===== src/rtl/irq_prio_arbiter.sv =====
`timescale 1ns/1ps
module irq_prio_arbiter #(
  parameter int VEC_W  = 8,
  parameter int DATA_W = 32
) (
  input  logic              clk,
  input  logic              rst_n,
  input  logic              req_valid,
  input  logic [VEC_W-1:0]  req_vector,
  input  logic              req_level,
  input  logic              ack,
  input  logic              eoi,
  input  logic              tpr_we,
  input  logic              ctl_we,
  input  logic [DATA_W-1:0] wr_data,
  output logic              irq,
  output logic [VEC_W-1:0]  ack_vector,
  output logic              ack_level,
  output logic [VEC_W-1:0]  ppr
);
  localparam int NVEC = 1 << VEC_W;
  localparam int CLS  = VEC_W - 4;
  localparam int CW   = VEC_W + 1;

  logic [NVEC-1:0]  irr_q, isr_q, tmr_q, irr_n, isr_n, tmr_n;
  logic [VEC_W-1:0] tpr_q;
  logic [CW-1:0]    ctl_q;
  logic             irq_q;
  logic [VEC_W-1:0] ackv_q;
  logic             ackl_q;

  function automatic logic [VEC_W:0] top_bit(input logic [NVEC-1:0] v);
    top_bit = '0;
    for (int i = 0; i < NVEC; i++)
      if (v[i]) top_bit = {1'b1, VEC_W'(i)};
  endfunction

  logic             irr_any, isr_any;
  logic [VEC_W-1:0] irr_top, isr_top;
  assign {irr_any, irr_top} = top_bit(irr_q);
  assign {isr_any, isr_top} = top_bit(isr_q);

  logic [3:0] isr_cls, tpr_cls;
  assign isr_cls = isr_any ? isr_top[VEC_W-1:CLS] : 4'd0;
  assign tpr_cls = tpr_q[VEC_W-1:CLS];
  assign ppr     = (tpr_cls >= isr_cls) ? tpr_q : {isr_cls, {CLS{1'b0}}};

  logic irq_next, ack_spur, ack_take;
  assign irq_next = ctl_q[VEC_W] && irr_any &&
                    (ppr == '0 || irr_top[VEC_W-1:CLS] > ppr[VEC_W-1:CLS]);
  assign ack_spur = !irr_any || (tpr_q != '0 && irr_top <= tpr_q);
  assign ack_take = ack && !ack_spur;

  always_comb begin
    irr_n = irr_q;
    isr_n = isr_q;
    tmr_n = tmr_q;
    if (ack_take) begin
      irr_n[irr_top] = 1'b0;
      isr_n[irr_top] = 1'b1;
    end
    if (eoi && isr_any) isr_n[isr_top] = 1'b0;
    if (req_valid) begin
      irr_n[req_vector] = 1'b1;
      tmr_n[req_vector] = req_level;
    end
  end

  always_ff @(posedge clk or negedge rst_n) begin
    if (!rst_n) begin
      irr_q  <= '0;
      isr_q  <= '0;
      tmr_q  <= '0;
      tpr_q  <= '0;
      ctl_q  <= {1'b0, {VEC_W{1'b1}}};
      irq_q  <= 1'b0;
      ackv_q <= '0;
      ackl_q <= 1'b0;
    end else begin
      irr_q <= irr_n;
      isr_q <= isr_n;
      tmr_q <= tmr_n;
      irq_q <= irq_next;
      if (tpr_we) tpr_q <= wr_data[VEC_W-1:0];
      if (ctl_we) ctl_q <= wr_data[CW-1:0];
      if (ack) begin
        ackv_q <= ack_spur ? ctl_q[VEC_W-1:0] : irr_top;
        ackl_q <= ack_take & tmr_q[irr_top];
      end
    end
  end

  assign irq        = irq_q;
  assign ack_vector = ackv_q;
  assign ack_level  = ackl_q;


  disabled_quiet_chk: assert property (@(posedge clk) disable iff (!rst_n)
    !ctl_q[VEC_W] |=> !irq_q);


  req_sets_pending_chk: assert property (@(posedge clk) disable iff (!rst_n)
    req_valid |=> irr_q[$past(req_vector)]);


  spur_no_change_chk: assert property (@(posedge clk) disable iff (!rst_n)
    (ack && ack_spur && !req_valid && !eoi) |=> ($stable(irr_q) && $stable(isr_q)));


  eoi_one_bit_chk: assert property (@(posedge clk) disable iff (!rst_n)
    (eoi && isr_any && !ack) |=> ($countones(isr_q) == $countones($past(isr_q)) - 1));


  ppr_floor_chk: assert property (@(posedge clk) disable iff (!rst_n)
    ppr >= tpr_q);
endmodule


===== config.mk =====
export PLATFORM = sky130hd
export DESIGN_NAME = irq_prio_arbiter
export DESIGN_NICKNAME = d
export VERILOG_FILES = /design/src/rtl/irq_prio_arbiter.sv
export SDC_FILE = /design/constraint.sdc
export NUM_CORES = 2
export LEC_CHECK = 0
export CORE_ASPECT_RATIO = 2
export CORE_MARGIN = 2
export CORE_UTILIZATION = 40
export DETAILED_ROUTE_END_ITERATION = 7
export GPL_TIMING_DRIVEN = 0
export SETUP_SLACK_MARGIN = 0.1
export SLEW_MARGIN = 0
export SYNTH_ARGS = -nofsm -noshare
export SYNTH_HDL_FRONTEND = slang
export SYNTH_SLANG_ARGS = --single-unit

===== constraint.sdc =====
create_clock -name clk -period 7.03 [get_ports clk]
set_clock_uncertainty 0.1 [all_clocks]
set_input_delay 1.406 -clock clk [delete_from_list [all_inputs] [get_ports clk]]
set_output_delay 1.406 -clock clk [all_outputs]
set_load 0.05 [all_outputs]

Word level (Yosys, flattened, before mapping)
Index checks and enable logic that the tools add are counted.
W data, S select, Z words.

word-level totals
  bits in registers = 795
  input bits = 48
  output and inout bits = 18
  word-level logic and storage cells = 566

operators by class
  $lt $le $gt $ge = 9
  mux-type cells = 528
  bitwise operators = 7
  reduce and logical (&&, ||, !) cells = 14

operator list
  cell                  count
  $mux W9               512
  $mux W256             4
  $and A256 B256 Y256   2
  $not A256 Y256        2
  $or A256 B256 Y256    2
  $bwmux W256           1
  $lt A8 B9 Y1 const B  3
  $demux W1 S8          3
  $ge A8 B1 Y1 const B  3
  $mux W8               2
  $bmux W1 S8           1
  $le A8 B8 Y1          1
  $logic_and A1 B1 Y1   8
  $logic_not A8 Y1      1
  $reduce_bool A8 Y1    1
  $ge A4 B4 Y1          1
  $gt A4 B4 Y1          1
  $mux W1               4
  $mux W4               1
  $logic_not A1 Y1      2
  $logic_or A1 B1 Y1    2
  $and A1 B1 Y1         1

Longest topological paths before layout
  word-level depth = 265
  mapped depth = 27
  depth with buffers taken out = 25

Worst setup path after synthesis
Ideal clock, no wire load.

  path type = flip-flop to output port
  start = register isr_q[24]
  end = output port ppr[4]
  arrival = 4.333 ns
  path slack = 1.191 ns
  stages on the path, launching flop included = 19
  buffers on the path = 1
  cell sequence = dfrtp_1 > nor4_1 > nand4_1 > a211o_1 > a21oi_1 > o21ai_0 > a21oi_1 > o21ai_0 > a211o_1 > a21oi_1 > inv_1 > ha_1 > nand2b_1 > a21o_1 > a21o_1 > a21oi_1 > clkbuf_1 > nor2_1 > a21oi_1

on the way
  cells in the longest elaborated chain, start to end = 235

RTL lines
  item                      line  source
  from (decl)               25    logic [NVEC-1:0] irr_q, isr_q, tmr_q, irr_n, isr_n, tmr_n;
  from (signal assigned)    81    isr_q <= isr_n;
  $mux W9 * (232 in a row)  35    if (v[i]) top_bit = {1'b1, VEC_W'(i)};
  $mux W4 *                 44    assign isr_cls = isr_any ? isr_top[VEC_W-1:CLS] : 4'd0;
  $ge A4 B4 Y1              46    assign ppr = (tpr_cls >= isr_cls) ? tpr_q : {isr_cls, {CLS{1'b0}}};
  $mux W8 *                 46
  to (decl)                 19    output logic [VEC_W-1:0] ppr

Mark *: on every way between the ends. The rest lies on a longest branch, timed or not.

Final worst setup path
  start = register irr_q[19]
  end = register ackl_q, in the netlist ack_level

on the way
  cells in the longest elaborated chain, start to end = 243
  elaborated cells between the ends (all ways) = 246
  those cells by class = order compare (1); mux (239); bitwise (1); reduce/logical (5)

RTL lines
  item                                                 line  source
  from (decl)                                          25
  from (signal assigned)                               80    irr_q <= irr_n;
  $mux W9 * (237 in a row)                             35
  branches (longest 5 deep; another with $bmux W1 S8)  --
  $and A1 B1 Y1 *                                      88    ackl_q <= ack_take & tmr_q[irr_top];
  to (signal assigned)                                 88
  to (decl)                                            30    logic ackl_q;

Mark *: on every way between the ends. The select of a mux whose other input is x is not followed.
A chain may end at the register's enable or synchronous reset.

==> summary.md <==
| Metric | Value |
|---|---|
| CORE AREA | `between 0.1 and 0.15 mm^2` |
| GPL Wtd Cong | `about 1.1` |
| Number of H-tree levels | `3` |
| Top-count cell post-synth | `o21ai_0` |
| Final instance area | `0.0471 mm^2` |
| CP startpoint kind | `register` |
| Hold Vio Cnt, Final | `0` |
| Final WL | `221000 um` |
| Die Area | `0.106 mm^2` |
| Post-Syn Instances | `between 4000 and 5000` |
| Initial drt markers | `4518` |
| Failing checks | `capacitance limit, slew limit, setup timing` |
| Final Setup Violations | `7` |
| Critical path capture point type | `register` |
| Share of post-route cells with drive strength above 1 | `7.28%` |
| Port buffer count | `39` |
| Synth Flop Type | `dfrtp_1` |
| Critical path class | `register to register` |
| #FFs+latches synth | `795` |
| Worst min path class | `register to register` |
| Synth top area share | `47.8%` |
| Worst slew pin tran | `around 1600 ps` |
| Logic pwr share | `59.1%` |
| Post-synthesis mux area share | `1.41%` |
| Clock share of power | `19.0%` |
| Grt ovf | `0` |
| MaxCap Viol Count | `5` |
| Post-detail-place hpwl | `160000 um` |
| RSZ-0062 raised after global routing | `no` |
| Via density per instance | `6.79` |
| EDFF count, synth | `0` |
| Global-route wire length before repair | `311000 um` |
| Switching share of power | `57.3%` |
| Drc violations | `0` |
| CTS tree | `built` |
| Seq/Total Area, Yosys | `48.4%` |
| Mapped Nets | `4776` |
| Fin worst setup slack | `-155 ps` |
| Worst IR Drop VDD | `roughly 0.00047 V` |
| Top cells by count, synth | `845 x o21ai_0, 787 x dfrtp_1, 564 x a21oi_1, 382 x nor2_1, 309 x clkbuf_1` |
| Row count | `166` |
| Top cells by area, synth | `dfrtp_1 48%, o21ai_0 10%, a21oi_1 6.9%` |
| Synth warnings | `0` |
| 1st-pass router iterations | `7` |
| Clock-pin transition on the worst setup and hold timing paths | `roughly 70 ps` |
| Lkg Pwr | `a little under 20 nW` |
| Worst-path fanout max | `10` |
| Final Critical Period | `around 7000 ps` |
| Starting Density | `about two fifths` |
| Worst EP required | `between 7000 and 8000 ps` |
| Synth Area in Compound Gates | `30.3%` |
| Initial antenna violation count | `17` |
| Final layout net count | `4930` |
| Mapped Avg Cell Area | `8.74 um^2` |
| Slew HR | `-9.87%` |
| Critical path arrival | `7730 ps` |
| Clk_lat worst skew | `740 ps` |
| Number of max-slew violations in the final report | `between 50 and 60` |
| Netlist cell types | `90` |
| CTS buffer count | `79` |
| Die W | `231 um` |
| Max Clock Freq | `139 MHz` |
| Vias in the first global route | `about 43000` |
| Placed Area | `0.0435 mm^2` |
| Clk root buf | `clkbuf_16` |
| Sw power | `14.2 mW` |
| Wire length per cell after detailed routing | `~35 um` |
| Synth Area in XOR/XNOR | `0%` |
| Placed insts | `6109` |
| All-layer global routing usage | `41.7%` |
| Mapped cell area | `0.0412 mm^2` |
| Adder-Cell Fraction of Synth Area | `0.486%` |
| Final worst-path cycle share | `102%` |
| Fin cells | `6286` |
| Die Y | `458 um` |
| Int Power | `10.6 mW` |
| Largest area contributor in the netlist | `dfrtp_1` |
| Part of the power in registers | `21.9%` |
| Via count | `42700` |
| IO Pins | `66` |
| Setup TNS Final | `-630 ps` |
| Detail Route Antenna Nets | `0` |
| Largest net degree at the start of global routing | `119` |
| PwrDens | `527 mW/mm^2` |
| Largest family of logic cells by synthesized area | `compound AO/OA/AOI/OAI gates` |
| Clk sink count | `~800` |
| Asr flop ratio synth | `100%` |
| Simple-gate share of the synthesized area | `14.8%` |
| Max Root-Sink Buffers | `3` |
| Status | `complete, but fails checks` |
| Syn-to-layout area delta | `14.3%` |
per-stage QoR:
step / hold WS (ps) / power [mW] / util, % / setup WS [ps]
global placement: 371 / 18.8 / 42.3 / -32500
floorplan: 368 / 11.6 / - / 1190
detailed placement: 378 / 18.8 / 42.6 / -2250
global route: 428 / 24.8 / 46.0 / 48.3
finish: 385 / 24.8 / 46.1 / -155
CTS: 393 / 23.6 / 45.6 / 102
worst max-delay path: stages, from the launching register on:
cell	delay, ps
dfrtp_1	470
or4_4	550
a211oi_2	350
o221ai_1	310
a2111o_1	720
a221oi_2	720
nor2_2	130
buf_6	210
nand2_1	230
clkbuf_1	1000
nor2_1	560
a22o_1	350
o31ai_1	790
o2111ai_1	300
a32oi_1	270
registers in the layout, indices dropped and copies added (netlist names):
register    count
ctl_q           9
ack_vector      8
irq             1
tpr_q           8
isr_q         256
irr_q         256
tmr_q         256
ack_level       1
cells in the final DEF, fill, tap and decap left out, types with 13 or more instances in the layout:
cell type and instances:
o21ai_0 839, dfrtp_1 784, a21oi_1 554, nor2_1 366, nand2_1 298, clkbuf_1 283, o31ai_1 282, inv_1 145
nor4_1 144, nor3_1 121, clkbuf_16 83, nand3_1 61, nand4_1 49, o22a_1 46, or4_1 41, mux2i_1 39
a211oi_1 38, a31oi_1 36, nor2b_1 34, clkdlybuf4s50_1 30, nand2b_1 28, buf_4 28, o211ai_1 23, buf_2 23
a22oi_1 20, clkbuf_2 20, clkinv_2 20, o21bai_1 19, or3_1 19, and3_1 18, o22ai_1 18, o2111ai_1 16
ha_1 16, a21o_1 15, and2_1 14, mux2_2 13
logic make-up after synthesis:
| kind of cell | Yosys count |
|---|---|
| adder cells (fa/ha/maj) | 16 |
| AND/OR/NAND/NOR | 1263 |
| AO/OA/AOI/OAI | 2089 |
| multiplexers | 54 |
| flip-flops | 795 |
| buffers and inverters | 495 |
repair_timing:
item | CTS | global route
buffers inserted | 7 | 17
endpoints found under the setup margin | 529 | 521
pin swaps | 5 | 16
endpoints found under the hold margin | 0 | 0
hold buffers | 0 | 0
resized for setup | 81 | 104
layout make-up:
cell class,count,area [um^2]
diodes,12,30.0
plain buffers,342,1420
clock buffers,101,2250
clock inverters,44,518
fillers,10200,55100
inverters,149,559
multi-input cells,3422,19800
flip-flops and latches,795,19900
well taps,1344,1680
repair buffers,77,865
final timing paths:
check | from | endpoint | slack [ps] | cells after the start
max | irr_q[19]$_DFF_PN0_ | ack_level$_DFFE_PN0P_ | -150 | 14
min | ack_vector[6]$_DFFE_PN0P_ | ack_vector[6]$_DFFE_PN0P_ | 380 | 2
max reg2reg | irr_q[19]$_DFF_PN0_ | ack_level$_DFFE_PN0P_ | -150 | 14
min reg2reg | ack_vector[6]$_DFFE_PN0P_ | ack_vector[6]$_DFFE_PN0P_ | 380 | 2
max in group asynchronous | rst_n | isr_q[29]$_DFF_PN0_ | 4200 | 4
min in group asynchronous | rst_n | tmr_q[200]$_DFFE_PN0P_ | 540 | 1
power groups by stage:
stage	registers [mW]	logic, mW	clock network [mW]
3_5_place_dp	5.49	13.3	0
6_report	5.43	14.7	4.72
4_1_cts	5.41	13.5	4.72
3_3_place_gp	5.50	13.3	0
5_1_grt	5.48	14.4	4.89
2_1_floorplan	5.42	6.21	0
layer usage:
metal	share of wire, %	vias to the layer above	wire length (um)	global-route usage [%]
li1	-	17900	-	-
met1	30	20900	66500	38.8
met2	47	2572	105000	68.8
met3	7.7	1292	17100	10.5
met4	15	10	32300	49.5
met5	0.039	-	85	0
No activity file was read; power rests on OpenSTA's default activity.
